===== src/rtl/ptm_pkg.sv =====
// Shared types and helpers for the PWM timer.
// Assumes the data path is at least 5 bits wide so the control word fits.
package ptm_pkg;

    typedef enum logic [1:0] {
        MODE_FREE     = 2'd0,
        MODE_CLRMATCH = 2'd1,
        MODE_SLOPE1   = 2'd2,
        MODE_SLOPE2   = 2'd3
    } ptm_mode_e;

    localparam logic [1:0] ADR_CTRL  = 2'd0;
    localparam logic [1:0] ADR_COUNT = 2'd1;
    localparam logic [1:0] ADR_CMP   = 2'd2;
    localparam logic [1:0] ADR_FLAG  = 2'd3;
    localparam int         FORCE_BIT = 4;

    // True for the two modes that buffer the compare value.
    function automatic logic mode_is_pwm(ptm_mode_e m);
        return m[1];
    endfunction

    // Output action used outside PWM: 1 toggle, 2 clear, 3 set, 0 hold.
    function automatic logic act_apply(logic [1:0] act, logic cur);
        case (act)
            2'd1:    return ~cur;
            2'd2:    return 1'b0;
            2'd3:    return 1'b1;
            default: return cur;
        endcase
    endfunction

endpackage


===== src/rtl/ptm_regs.sv =====
// Register file: control word, compare buffer and sticky flags.
// Produces one-cycle write pulses for the counter and the compare path.
// Assumes wr_addr/wr_data are valid in the cycle wr_en is high.
module ptm_regs
    import ptm_pkg::*;
#(
    parameter int W = 8
) (
    input  logic           clk,
    input  logic           rst_n,
    input  logic           wr_en,
    input  logic [1:0]     wr_addr,
    input  logic [W-1:0]   wr_data,
    input  logic           ovf_evt,
    input  logic           cmp_evt,
    output ptm_mode_e      mode,
    output logic [1:0]     act,
    output logic [W-1:0]   cmp_buf,
    output logic           cnt_wr,
    output logic           cmp_wr,
    output logic           force_req,
    output logic [1:0]     force_act,
    output logic           ovf_flag,
    output logic           cmp_flag
);

    logic ctrl_wr;
    logic flag_wr;

    // Decode write strobes per address.
    always_comb begin
        ctrl_wr   = wr_en && (wr_addr == ADR_CTRL);
        cnt_wr    = wr_en && (wr_addr == ADR_COUNT);
        cmp_wr    = wr_en && (wr_addr == ADR_CMP);
        flag_wr   = wr_en && (wr_addr == ADR_FLAG);
        force_act = wr_data[3:2];
        force_req = ctrl_wr && wr_data[FORCE_BIT]
                    && !mode_is_pwm(ptm_mode_e'(wr_data[1:0]));
    end

    // Control word and compare buffer storage.
    always_ff @(posedge clk) begin
        if (!rst_n) begin
            mode    <= MODE_FREE;
            act     <= 2'd0;
            cmp_buf <= '0;
        end else begin
            if (ctrl_wr) begin
                mode <= ptm_mode_e'(wr_data[1:0]);
                act  <= wr_data[3:2];
            end
            if (cmp_wr) cmp_buf <= wr_data;
        end
    end

    // Sticky flags: an event sets, a written one clears, the event wins.
    always_ff @(posedge clk) begin
        if (!rst_n) begin
            ovf_flag <= 1'b0;
            cmp_flag <= 1'b0;
        end else begin
            if (ovf_evt)                    ovf_flag <= 1'b1;
            else if (flag_wr && wr_data[0]) ovf_flag <= 1'b0;
            if (cmp_evt)                    cmp_flag <= 1'b1;
            else if (flag_wr && wr_data[1]) cmp_flag <= 1'b0;
        end
    end

    AST_FLAG_CLEAR: assert property (@(posedge clk) disable iff (!rst_n)
        (flag_wr && wr_data[0] && !ovf_evt) |=> !ovf_flag);
    AST_FLAG_SET: assert property (@(posedge clk) disable iff (!rst_n)
        cmp_evt |=> cmp_flag);

endmodule


===== src/rtl/ptm_counter.sv =====
// Counter unit: advances on adv, in one of four count sequences.
// Emits wrap, top and bottom events and holds the one-tick match block
// that follows a counter write. Assumes adv is never high with cnt_wr.
module ptm_counter
    import ptm_pkg::*;
#(
    parameter int W = 8
) (
    input  logic         clk,
    input  logic         rst_n,
    input  ptm_mode_e    mode,
    input  logic         adv,
    input  logic         cnt_wr,
    input  logic [W-1:0] wr_val,
    input  logic         cmp_hit,
    output logic [W-1:0] cnt,
    output logic         down,
    output logic         blk,
    output logic         wrap_evt,
    output logic         top_evt,
    output logic         bottom_evt
);

    localparam logic [W-1:0] CMAX = {W{1'b1}};
    localparam logic [W-1:0] CMIN = '0;

    logic at_max;
    logic at_min;

    // Boundary detection and event strobes.
    always_comb begin
        at_max     = (cnt == CMAX);
        at_min     = (cnt == CMIN);
        wrap_evt   = adv && at_max && (mode != MODE_SLOPE2);
        top_evt    = adv && at_max && ((mode == MODE_SLOPE1)
                     || ((mode == MODE_SLOPE2) && !down));
        bottom_evt = adv && at_min && (mode == MODE_SLOPE2) && down;
    end

    // Count sequence, direction and write-block state.
    always_ff @(posedge clk) begin
        if (!rst_n) begin
            cnt  <= '0;
            down <= 1'b0;
            blk  <= 1'b0;
        end else begin
            if (mode != MODE_SLOPE2) down <= 1'b0;
            if (cnt_wr) begin
                cnt <= wr_val;
                blk <= 1'b1;
            end else if (adv) begin
                blk <= 1'b0;
                case (mode)
                    MODE_CLRMATCH: cnt <= cmp_hit ? CMIN : cnt + 1'b1;
                    MODE_SLOPE2: begin
                        if (!down) begin
                            if (at_max) begin
                                down <= 1'b1;
                                cnt  <= CMAX - 1'b1;
                            end else begin
                                cnt <= cnt + 1'b1;
                            end
                        end else begin
                            if (at_min) begin
                                down <= 1'b0;
                                cnt  <= CMIN + 1'b1;
                            end else begin
                                cnt <= cnt - 1'b1;
                            end
                        end
                    end
                    default: cnt <= cnt + 1'b1;
                endcase
            end
        end
    end

    AST_FREE_STEP: assert property (@(posedge clk) disable iff (!rst_n)
        (adv && mode == MODE_FREE) |=> (cnt == W'($past(cnt) + 1'b1)));
    AST_IDLE_HOLD: assert property (@(posedge clk) disable iff (!rst_n)
        (!adv && !cnt_wr) |=> $stable(cnt));
    AST_MATCH_CLEAR: assert property (@(posedge clk) disable iff (!rst_n)
        (adv && mode == MODE_CLRMATCH && cmp_hit) |=> (cnt == CMIN));
    AST_TOP_TURN: assert property (@(posedge clk) disable iff (!rst_n)
        (adv && mode == MODE_SLOPE2 && !down && at_max)
        |=> (down && cnt == CMAX - 1'b1));

endmodule


===== src/rtl/ptm_wavegen.sv =====
// Compare unit and waveform generator: holds the working compare value,
// detects matches and computes the output pin per mode and action.
// Assumes force_req only arrives with a non-PWM new mode.
module ptm_wavegen
    import ptm_pkg::*;
#(
    parameter int W = 8
) (
    input  logic         clk,
    input  logic         rst_n,
    input  ptm_mode_e    mode,
    input  logic [1:0]   act,
    input  logic         adv,
    input  logic         blk,
    input  logic [W-1:0] cnt,
    input  logic         down,
    input  logic         cmp_wr,
    input  logic [W-1:0] wr_val,
    input  logic [W-1:0] cmp_buf,
    input  logic         top_evt,
    input  logic         wrap_evt,
    input  logic         force_req,
    input  logic [1:0]   force_act,
    output logic [W-1:0] cmp_act,
    output logic         cmp_hit,
    output logic         wave
);

    logic wave_d;

    // Match detection, suppressed for one tick after a counter write.
    always_comb cmp_hit = adv && !blk && (cnt == cmp_act);

    // Working compare: direct outside PWM, loaded at top inside PWM.
    always_ff @(posedge clk) begin
        if (!rst_n)                            cmp_act <= '0;
        else if (cmp_wr && !mode_is_pwm(mode)) cmp_act <= wr_val;
        else if (top_evt)                      cmp_act <= cmp_buf;
    end

    // Next output value from the force strobe or the mode and action.
    always_comb begin
        wave_d = wave;
        if (force_req) begin
            wave_d = act_apply(force_act, wave);
        end else begin
            case (mode)
                MODE_SLOPE1: begin
                    if (act == 2'd1 && cmp_hit)  wave_d = ~wave;
                    else if (act == 2'd2)        wave_d = wrap_evt ? 1'b1 : (cmp_hit ? 1'b0 : wave);
                    else if (act == 2'd3)        wave_d = wrap_evt ? 1'b0 : (cmp_hit ? 1'b1 : wave);
                end
                MODE_SLOPE2: begin
                    if (cmp_hit) begin
                        if (act == 2'd1)      wave_d = ~wave;
                        else if (act == 2'd2) wave_d = down;
                        else if (act == 2'd3) wave_d = ~down;
                    end
                end
                default: begin
                    if (cmp_hit) wave_d = act_apply(act, wave);
                end
            endcase
        end
    end

    // Output pin register.
    always_ff @(posedge clk) begin
        if (!rst_n) wave <= 1'b0;
        else        wave <= wave_d;
    end

    AST_BUFFER_HOLD: assert property (@(posedge clk) disable iff (!rst_n)
        (mode_is_pwm(mode) && !top_evt) |=> $stable(cmp_act));
    AST_DISCONNECT: assert property (@(posedge clk) disable iff (!rst_n)
        (act == 2'd0 && !force_req) |=> $stable(wave));
    AST_FAST_SET: assert property (@(posedge clk) disable iff (!rst_n)
        (mode == MODE_SLOPE1 && act == 2'd2 && wrap_evt && !force_req) |=> wave);
    AST_TOGGLE: assert property (@(posedge clk) disable iff (!rst_n)
        (act == 2'd1 && cmp_hit && !force_req) |=> (wave != $past(wave)));

endmodule


===== src/rtl/pwm_timer.sv =====
// Top level: an 8-bit timer with one compare channel and a waveform pin.
// Counts on an external clock-enable tick. A counter write in the same
// cycle as a tick takes priority and stops that tick's advance.
module pwm_timer
    import ptm_pkg::*;
#(
    parameter int W = 8
) (
    input  logic         clk,
    input  logic         rst_n,
    input  logic         tick,
    input  logic         wr_en,
    input  logic [1:0]   wr_addr,
    input  logic [W-1:0] wr_data,
    input  logic [1:0]   rd_addr,
    output logic [W-1:0] rd_data,
    output logic         wave_o,
    output logic         ovf_flag_o,
    output logic         cmp_flag_o
);

    ptm_mode_e    mode;
    logic [1:0]   act;
    logic [1:0]   force_act;
    logic [W-1:0] cmp_buf;
    logic [W-1:0] cmp_act;
    logic [W-1:0] cnt;
    logic         cnt_wr, cmp_wr, force_req;
    logic         adv, down, blk, cmp_hit;
    logic         wrap_evt, top_evt, bottom_evt, ovf_evt;

    // Advance only on ticks not taken over by a counter write.
    always_comb begin
        adv     = tick && !cnt_wr;
        ovf_evt = wrap_evt || bottom_evt;
    end

    ptm_regs #(.W(W)) u_regs (
        .clk(clk), .rst_n(rst_n), .wr_en(wr_en), .wr_addr(wr_addr),
        .wr_data(wr_data), .ovf_evt(ovf_evt), .cmp_evt(cmp_hit),
        .mode(mode), .act(act), .cmp_buf(cmp_buf), .cnt_wr(cnt_wr),
        .cmp_wr(cmp_wr), .force_req(force_req), .force_act(force_act),
        .ovf_flag(ovf_flag_o), .cmp_flag(cmp_flag_o)
    );

    ptm_counter #(.W(W)) u_cnt (
        .clk(clk), .rst_n(rst_n), .mode(mode), .adv(adv), .cnt_wr(cnt_wr),
        .wr_val(wr_data), .cmp_hit(cmp_hit), .cnt(cnt), .down(down),
        .blk(blk), .wrap_evt(wrap_evt), .top_evt(top_evt),
        .bottom_evt(bottom_evt)
    );

    ptm_wavegen #(.W(W)) u_wave (
        .clk(clk), .rst_n(rst_n), .mode(mode), .act(act), .adv(adv),
        .blk(blk), .cnt(cnt), .down(down), .cmp_wr(cmp_wr),
        .wr_val(wr_data), .cmp_buf(cmp_buf), .top_evt(top_evt),
        .wrap_evt(wrap_evt), .force_req(force_req), .force_act(force_act),
        .cmp_act(cmp_act), .cmp_hit(cmp_hit), .wave(wave_o)
    );

    // Read multiplexer over the four word addresses.
    always_comb begin
        case (rd_addr)
            ADR_CTRL:  rd_data = {{(W-4){1'b0}}, act, mode};
            ADR_COUNT: rd_data = cnt;
            ADR_CMP:   rd_data = cmp_buf;
            default:   rd_data = {{(W-2){1'b0}}, cmp_flag_o, ovf_flag_o};
        endcase
    end

    AST_WRITE_BLOCK: assert property (@(posedge clk) disable iff (!rst_n)
        (blk && !cmp_flag_o) |=> !cmp_flag_o);
    AST_FORCE_NOFLAG: assert property (@(posedge clk) disable iff (!rst_n)
        (force_req && !cmp_hit && !cmp_flag_o) |=> !cmp_flag_o);
    AST_BOTTOM_OVF: assert property (@(posedge clk) disable iff (!rst_n)
        bottom_evt |=> ovf_flag_o);
    AST_ACTIVE_SYNC: assert property (@(posedge clk) disable iff (!rst_n)
        (!mode_is_pwm(mode) && cmp_wr) |=> (cmp_act == cmp_buf));

endmodule


===== config.mk =====
export PLATFORM = sky130hd
export DESIGN_NAME = pwm_timer
export DESIGN_NICKNAME = d
export VERILOG_FILES = /design/src/rtl/ptm_pkg.sv /design/src/rtl/ptm_regs.sv /design/src/rtl/ptm_counter.sv /design/src/rtl/ptm_wavegen.sv /design/src/rtl/pwm_timer.sv
export SDC_FILE = /design/constraint.sdc
export NUM_CORES = 1
export LEC_CHECK = 0
export ABC_AREA = 1
export BUFFER_PORTS_ARGS = -buffer_cell sky130_fd_sc_hd__buf_2
export CAP_MARGIN = 20
export CORE_MARGIN = 4
export CORE_UTILIZATION = 63
export DETAILED_ROUTE_END_ITERATION = 10
export GPL_TIMING_DRIVEN = 0
export PLACE_DENSITY = 0.88
export SLEW_MARGIN = 20
export SYNTH_ARGS = -nofsm -noshare
export SYNTH_HDL_FRONTEND = slang
export SYNTH_SLANG_ARGS = --single-unit

===== constraint.sdc =====
create_clock -name clk -period 4.9 [get_ports clk]
set_clock_uncertainty 0.2 [all_clocks]
set_input_delay 0.98 -clock clk [delete_from_list [all_inputs] [get_ports clk]]
set_output_delay 0.98 -clock clk [all_outputs]
set_load 0.02 [all_outputs]

==> results of run 1 <==
cells in the mapped netlist (2+ instances only):
master     number  share of area
a211oi_1        4          0.012
nand2_4         6          0.028
a21oi_1        16          0.033
buf_4           3         0.0093
o21ai_0        24          0.050
nand4_1         3         0.0078
o21ai_1         8          0.017
nand2_2         3         0.0078
inv_1          37          0.058
xnor2_1         2         0.0073
o2111ai_1       2         0.0073
nand3_1        12          0.025
dfxtp_1        33           0.27
o22ai_1         6          0.016
nor2_2          5          0.013
buf_2           2         0.0042
xor2_1         10          0.036
ha_1            4          0.021
o31ai_1         2         0.0062
nor2_1         29          0.045
a31oi_1         7          0.018
nor3_2          2         0.0083
a21oi_2         6          0.022
nand3_4         2          0.015
clkbuf_1        2         0.0031
nor2_4          3          0.014
nor3_1          6          0.012
nand2_1       102           0.16
inv_2          16          0.025
o211ai_1        3         0.0093
state kept, by name, indices dropped and copies added (netlist names):
| register | count |
|---|---|
| u_cnt.cnt | 8 |
| u_regs.cmp_buf | 8 |
| u_wave.cmp_act | 8 |
| u_regs.act | 2 |
| u_regs.mode | 2 |
| u_cnt.blk | 1 |
| u_cnt.down | 1 |
| u_regs.cmp_flag | 1 |
| u_regs.ovf_flag | 1 |
| u_wave.wave | 1 |
worst max-delay path by stage:
stage,to,slack (ns),cells after the start
finish,rd_data[1],1.77,6
global route,rd_data[0],1.57,6
CTS,rd_data[1],1.79,6
detailed placement,rd_data[1],1.79,6
global placement,rd_data[1],1.79,6
floorplan,rd_data[4],2.07,3
final cells by class:
class	instances	area (sq um)	area share
multi-input combinational	273	1490	0.554
sequential	33	661	0.245
inverter	54	204	0.0758
timing repair buffer	26	130	0.0483
clock buffer	6	82.6	0.0307
tap	48	60.1	0.0223
buffer	9	56.3	0.0209
clock inverter	1	7.51	0.00279
cells in the final DEF (no fill, tap or decap), drive strengths merged, types with 7 or more instances in the layout:
| cell type | count |
|---|---|
| a31oi | 7 |
| o21ai | 33 |
| buf | 32 |
| inv | 53 |
| nor2 | 38 |
| nor3 | 9 |
| clkbuf | 9 |
| nand3 | 14 |
| nand2 | 111 |
| a21oi | 22 |
| dfxtp | 33 |
| xor2 | 10 |
cell families (layout without fill, tap and decap cells):
group,Yosys count,count (layout),share of synthesized area
DFF,33,33,0.274
buffers and inverters,63,96,0.108
AOI/OAI and AO/OA,81,81,0.201
xor gates and xnor gates,12,12,0.0436
and+or+nand+nor,176,176,0.353
adders and majority gates,4,4,0.0208
worst max-delay path, stage by stage:
cell	delay, ns
buf_2	0.10
inv_1	0.05
nor2_1	0.38
nand2_1	0.12
o2111ai_1	0.12
buf_2	0.20
per-layer routing:
metal,routed length (um),vias up,track usage
li1,-,1271,-
met1,2860,1157,0.372
met2,3130,138,0.465
met4,184,0,0.109
met3,544,19,0.0518
met5,0,-,0
report_power, final:
part           leakage (nW)  internal (mW)  switching (mW)
clock network        0.0433          0.111           0.101
logic                 0.917         0.0530           0.103
registers             0.269          0.282          0.0149
total                  1.23          0.446           0.219
==> metrics.md, run 1 <==
| Metric | Value |
|---|---|
| Num CTS Buffers | `5` |
| Worst Hold Endpoint | `u_regs.cmp_flag` |
| Hold Slack | `0.310 ns` |
| Slew HR | `0.546` |
| Hold-fix buffers at CTS | `0` |
| Area grow syn2layout | `11.6%` |
| DRC | `0` |
| Number of max-cap violations | `0` |
| Hold Vio Cnt, Final | `0` |
| Min-Delay Path Class | `reg2reg` |
| Worst EP required | `3.72 ns` |
| GRT Total Usage | `0.285` |
| Syn Nets | `389` |
| Layout cells sized above 1 | `0.216` |
| Post-synthesis sequential area ratio | `0.274` |
| Via density | `5.74` |
| Die Y | `69.9 um` |
| Cell count of the worst hold path | `2` |
| Overflow after GRT | `0` |
| Clock Tree Buf Depth | `2` |
| Core ar. | `3690 sq um` |
| Final period util | `0.639` |
| Hold Crit Start | `u_regs.cmp_flag` |
| Static Leak | `1.23 nW` |
| Placed Cells | `443` |
| Pin count of the biggest net entering global routing | `11` |
| Fillers | `313` |
| DR WL/cell | `14.9 um` |
| Total negative slack | `0 ns` |
| Initial cell density of the core | `0.654` |
| CTS sink count | `33` |
| CTS tree | `built` |
| PwrDens | `247 nW/um^2` |
| Initial DRC count | `222` |
| CP max FO | `8` |
| IO Pins | `27` |
| R2r endpoint | `u_wave.cmp_act[2]` |
| H-tree depth | `2` |
| Outcome | `finished, final reports clean` |
| Number of antenna diodes | `0` |
| Reg2reg start | `u_cnt.cnt[0]` |
| Root Driver | `clkbuf_8` |
| First-pass GRT wire length | `11.3 mm` |
| Critical path type | `in2out` |
| Die area | `4880 sq um` |
| Cells after synthesis | `369` |
| Syn Std Cell Area | `2410 sq um` |
| Detail Placement HPWL | `5.08 mm` |
| Main flop type after synthesis | `dfxtp_1` |
| Vias | `2,585` |
| Total power draw | `0.665 mW` |
| CTS resizes | `0` |
| Wirelength, routed | `6.71 mm` |
| Antenna violations before repair | `0` |
| Final cell count without fillers | `450` |
| Share of the core filled with cells | `0.730` |
| Post-DRT Antenna Nets | `0` |
| R2R setup slack | `2.76 ns` |
| DP Area | `2600 sq um` |
| Final instance area | `2690 sq um` |
| Slew @ Worst Pin | `0.681 ns` |
| Mean area per synthesized cell | `6.53 sq um` |
| Final net count | `422` |
| Netlist cell types | `39` |
| PnR worst setup slack | `1.77 ns` |
| Endpoints failing setup | `0` |
| Crit start category | `primary input` |
| Tmin final | `3.13 ns` |
| F_max | `319 MHz` |
| Setup crit end kind | `output pin` |
| Clk_lat worst skew | `0.29 ns` |
| Slew Limit Fails | `0` |
| Via count of the first global-routing pass | `2,418` |
| Placer congestion estimate | `0.961` |
| First-pass DRT Iterations | `5` |
| Reg2reg path depth | `10` |
| RSZ-0062 raised after global routing | `false` |
| Post-CTS setup buffers | `0` |
| Critical Path Source | `rd_addr[1]` |
| Fraction of registers with async set/reset | `0` |
| Worst-path clk slew | `0.06 ns` |
| #FFs+latches synth | `33` |
| Worst Path Arrival | `1.95 ns` |
| Rows | `22` |
| DP Worst Slack | `1.79 ns` |
| EDFF count, synth | `0` |
| Yosys Warn Count | `0` |
| Peak supply drop | `0.000176 V` |
| IO buf count | `26` |
| DIE WIDTH | `69.9 um` |
No activity file was read; power rests on OpenSTA's default activity.
==> inputs of run 2 (changes only) <==
Settings changed: ABC_AREA 1 to 0, CORE_UTILIZATION 63 to 59, PLACE_DENSITY 0.88 to 0.83.
Clock period 4.9 ns to 2.95 ns, I/O delays scaled along.
==> run 2 against run 1 <==
Final cell count shrank 20%. Wire length grew 1.1%. Sequential share of layout area grew 0.21 points. Largest power group is now clock. Worst hold slack lost 0.022 ns. Synthesized cell count shrank 24%. Cell area shrank 0.84%. Utilization shrank 1.7 points. Count of clock-buffer cells in the layout shrank 1. Sequential cell count is the same. Highest routed layer unchanged. Total power grew 95%. Global-route usage shrank 0.56 points.
==> metrics.md, run 2 <==
| Metric | Value |
|---|---|
| Wirelength, routed | `6.79 mm (+1.1%)` |
| PnR worst setup slack | `0.475 ns (-1.29 ns)` |
| Synth top cells by count | `nand2_1 (42), dfxtp_1 (33), o21ai_0 (21), xor2_1 (15), nand3_1 (14)` |
| Initial cell density of the core | `0.628 (-0.0257)` |
| Via density | `6.48 (+13%)` |
| Final period util | `0.839` |
| Via count of the first global-routing pass | `2,231 (-7.7%)` |
| Placer congestion estimate | `0.988 (+2.8%)` |
| Overflow after GRT | `0 (unchanged)` |
| PwrDens | `485 nW/um^2 (+96%)` |
| Vias | `2,344 (-9.3%)` |
| CTS tree | `built` |
| DIE WIDTH | `71.1 um (+1.8%)` |
| Mean area per synthesized cell | `8.34 sq um (+28%)` |
| Hold Vio Cnt, Final | `0 (unchanged)` |
| Fraction of registers with async set/reset | `0 (unchanged)` |
| Main flop type after synthesis | `dfxtp_1` |
| First-pass DRT Iterations | `5 (unchanged)` |
| Outcome | `finished, final reports clean` |
| Largest cells by area after synthesis | `dfxtp_1 (28%), nand2_1 (6.7%), xor2_1 (5.6%)` |
| Adder-Cell Fraction of Synth Area | `0.0213 (+0.000530)` |
| Hold-fix buffers at CTS | `0 (unchanged)` |
| Fraction of the mapped netlist area in simple logic gates | `0.277 (-0.0756)` |
| Peak supply drop | `0.000336 V (+91%)` |
| Slew Limit Fails | `0 (unchanged)` |
| Synth Area in XOR/XNOR | `0.0745 (+0.0309)` |
| CTS sink count | `33 (unchanged)` |
| Pin count of the biggest net entering global routing | `13 (+2)` |
| Final net count | `333 (-21%)` |
| Biggest regs | `u_cnt.cnt: 8 flops, u_regs.cmp_buf: 8 flops, u_wave.cmp_act: 8 flops` |
| DP Worst Slack | `0.412 ns (-1.37 ns)` |
| Post-DRT Antenna Nets | `0 (unchanged)` |
| Area grow syn2layout | `13.5%` |
| Crit start category | `flip-flop` |
| DR WL/cell | `18.8 um (+26%)` |
| Main combinational cell family by area after synthesis | `simple AND/OR/NAND/NOR gates` |
| Number of max-cap violations | `0 (unchanged)` |
| Tmin final | `2.47 ns` |
| Num CTS Buffers | `5 (unchanged)` |
| CP max stage delay | `0.57 ns (+0.19 ns)` |
| Post-synthesis sequential area ratio | `0.281 (+0.00700)` |
| Largest area contributor in the netlist | `dfxtp_1` |
| Slew HR | `0.597 (+0.0506)` |
| Commonest non-fill, non-tap cell in the layout | `nand2_1` |
| Post-synthesis compound-gate area fraction | `0.245 (+0.0445)` |
| Initial DRC count | `290 (+31%)` |
| Commonest non-fill, non-tap cells in the layout | `nand2_1 (42), dfxtp_1 (33), buf_2 (29)` |
| Detail Placement HPWL | `4.77 mm (-6.2%)` |
| Min-Delay Path Class | `reg2reg` |
| F_max | `404 MHz` |
| CP max stage cell | `o32ai_2` |
| Cells after synthesis | `282 (-24%)` |
| Synth top area share | `0.281 (+0.00700)` |
| Total negative slack | `0 ns (unchanged)` |
| Endpoints failing setup | `0 (unchanged)` |
| EDFF count, synth | `0 (unchanged)` |
| Worst-path clk slew | `0.08 ns (+0.02 ns)` |
| Antenna violations before repair | `0 (unchanged)` |
| Worst Path Arrival | `2.47 ns (+0.52 ns)` |
| GRT Total Usage | `0.279 (-0.00560)` |
| Slew @ Worst Pin | `0.603 ns (-0.0785 ns)` |
| Rows | `22 (unchanged)` |
| Die area | `5060 sq um (+3.6%)` |
| CTS resizes | `0 (unchanged)` |
| Layout cells sized above 1 | `0.169 (-0.0476)` |
| RSZ-0062 raised after global routing | `false` |
| Worst-path cell chain | `ha_1 -> nand3_1 -> o32ai_2 -> buf_2 -> nand3_1 -> o211a_1` |
| #FFs+latches synth | `33 (unchanged)` |
| IO Pins | `27 (unchanged)` |
| First-pass GRT wire length | `11.1 mm (-1.9%)` |
| Most numerous cell in the Yosys netlist | `nand2_1` |
| Mux contribution to synthesized area | `0.0532 (+0.0532)` |
| DRC | `0 (unchanged)` |
| Setup crit end kind | `flip-flop` |
| Syn Nets | `302 (-22%)` |
| Most frequent CP cell | `nand3_1` |
| Yosys Warn Count | `0 (unchanged)` |
| Critical path type | `reg2reg` |
| Worst EP required | `2.94 ns (-0.78 ns)` |
| Sum of buffers and inverters on the critical path | `1 (-2)` |
| Syn Std Cell Area | `2350 sq um (-2.5%)` |
| Static Leak | `1.12 nW (-9.0%)` |
| H-tree depth | `2 (unchanged)` |
| Core ar. | `3740 sq um (+1.5%)` |
| Number of antenna diodes | `0 (unchanged)` |
| CP max FO | `10 (+2)` |
| Root Driver | `clkbuf_8` |
| Die Y | `71.1 um (+1.8%)` |
| Delay-heaviest family, CP | `compound AO/OA/AOI/OAI gates` |
| IO buf count | `24 (-7.7%)` |
| Clock Tree Buf Depth | `2 (unchanged)` |
| Post-CTS setup buffers | `0 (unchanged)` |
| Clk_lat worst skew | `0.30 ns (about the same)` |
| Netlist cell types | `58 (+49%)` |
==> run 2: logic make-up after synthesis <==
logic type / count (synthesis)
AOI/OAI and AO/OA: 74
xor gates and xnor gates: 20
adders and majority gates: 4
buffers and inverters: 24
DFF: 33
muxes: 10
and+or+nand+nor: 117
==> run 2: layer usage <==
| layer | up-vias | routed length (um) | global-route usage |
|---|---|---|---|
| li1 | 1088 | - | - |
| met5 | - | 0 | 0 |
| met1 | 1116 | 2760 | 0.357 |
| met2 | 118 | 3200 | 0.434 |
| met4 | 0 | 196 | 0.102 |
| met3 | 22 | 634 | 0.0980 |
==> run 2: worst paths after layout <==
path	startpoint	end	slack, ns	depth (start not counted)
setup / recovery	u_cnt.cnt[1]	u_wave.cmp_act[7]	0.48	6
hold reg to reg	u_regs.cmp_buf[2]	u_regs.cmp_buf[2]	0.29	2
setup reg to reg	u_cnt.cnt[1]	u_wave.cmp_act[7]	0.48	6
hold / removal	u_regs.cmp_buf[2]	u_regs.cmp_buf[2]	0.29	2
==> run 2: per-stage QoR <==
step	util	hold slack (ns)	cell area [sq um]	power [mW]	cells
after floorplan	-	0.250	2350	0.684	282
after global placement	0.676	0.267	2530	0.751	354
after detailed placement	0.676	0.272	2530	0.759	354
after CTS	0.713	0.285	2670	1.29	362
after global routing	0.713	0.305	2670	1.34	362
final	0.713	0.288	2670	1.29	362
==> run 2: where the power goes <==
group          internal (mW)  total, mW  switching [mW]  leakage, nW
registers              0.467      0.484          0.0176        0.269
logic                  0.107      0.273           0.165        0.781
clock network          0.340      0.538           0.197       0.0687
total                  0.915       1.29           0.380         1.12
==> run 2: worst reg2reg max path: cells and delay by family (launching register included) <==
| family | cells | cell delay, ns |
|---|---|---|
| flops | 1 | 0.52 |
| compound gates | 2 | 0.72 |
| fa+ha+maj | 1 | 0.30 |
| simple gates | 2 | 0.31 |
| buf+inv | 1 | 0.33 |
==> run 2: cell type report <==
cell class,instances,area [sq um]
Timing Repair Buffer,24,120
Buffer,22,104
Multi-Input combinational cell,225,1580
Clock inverter,3,68.8
Fill cell,305,1070
Clock buffer,5,68.8
Inverter,2,7.51
Sequential cell,33,661
Tap cell,48,60.1
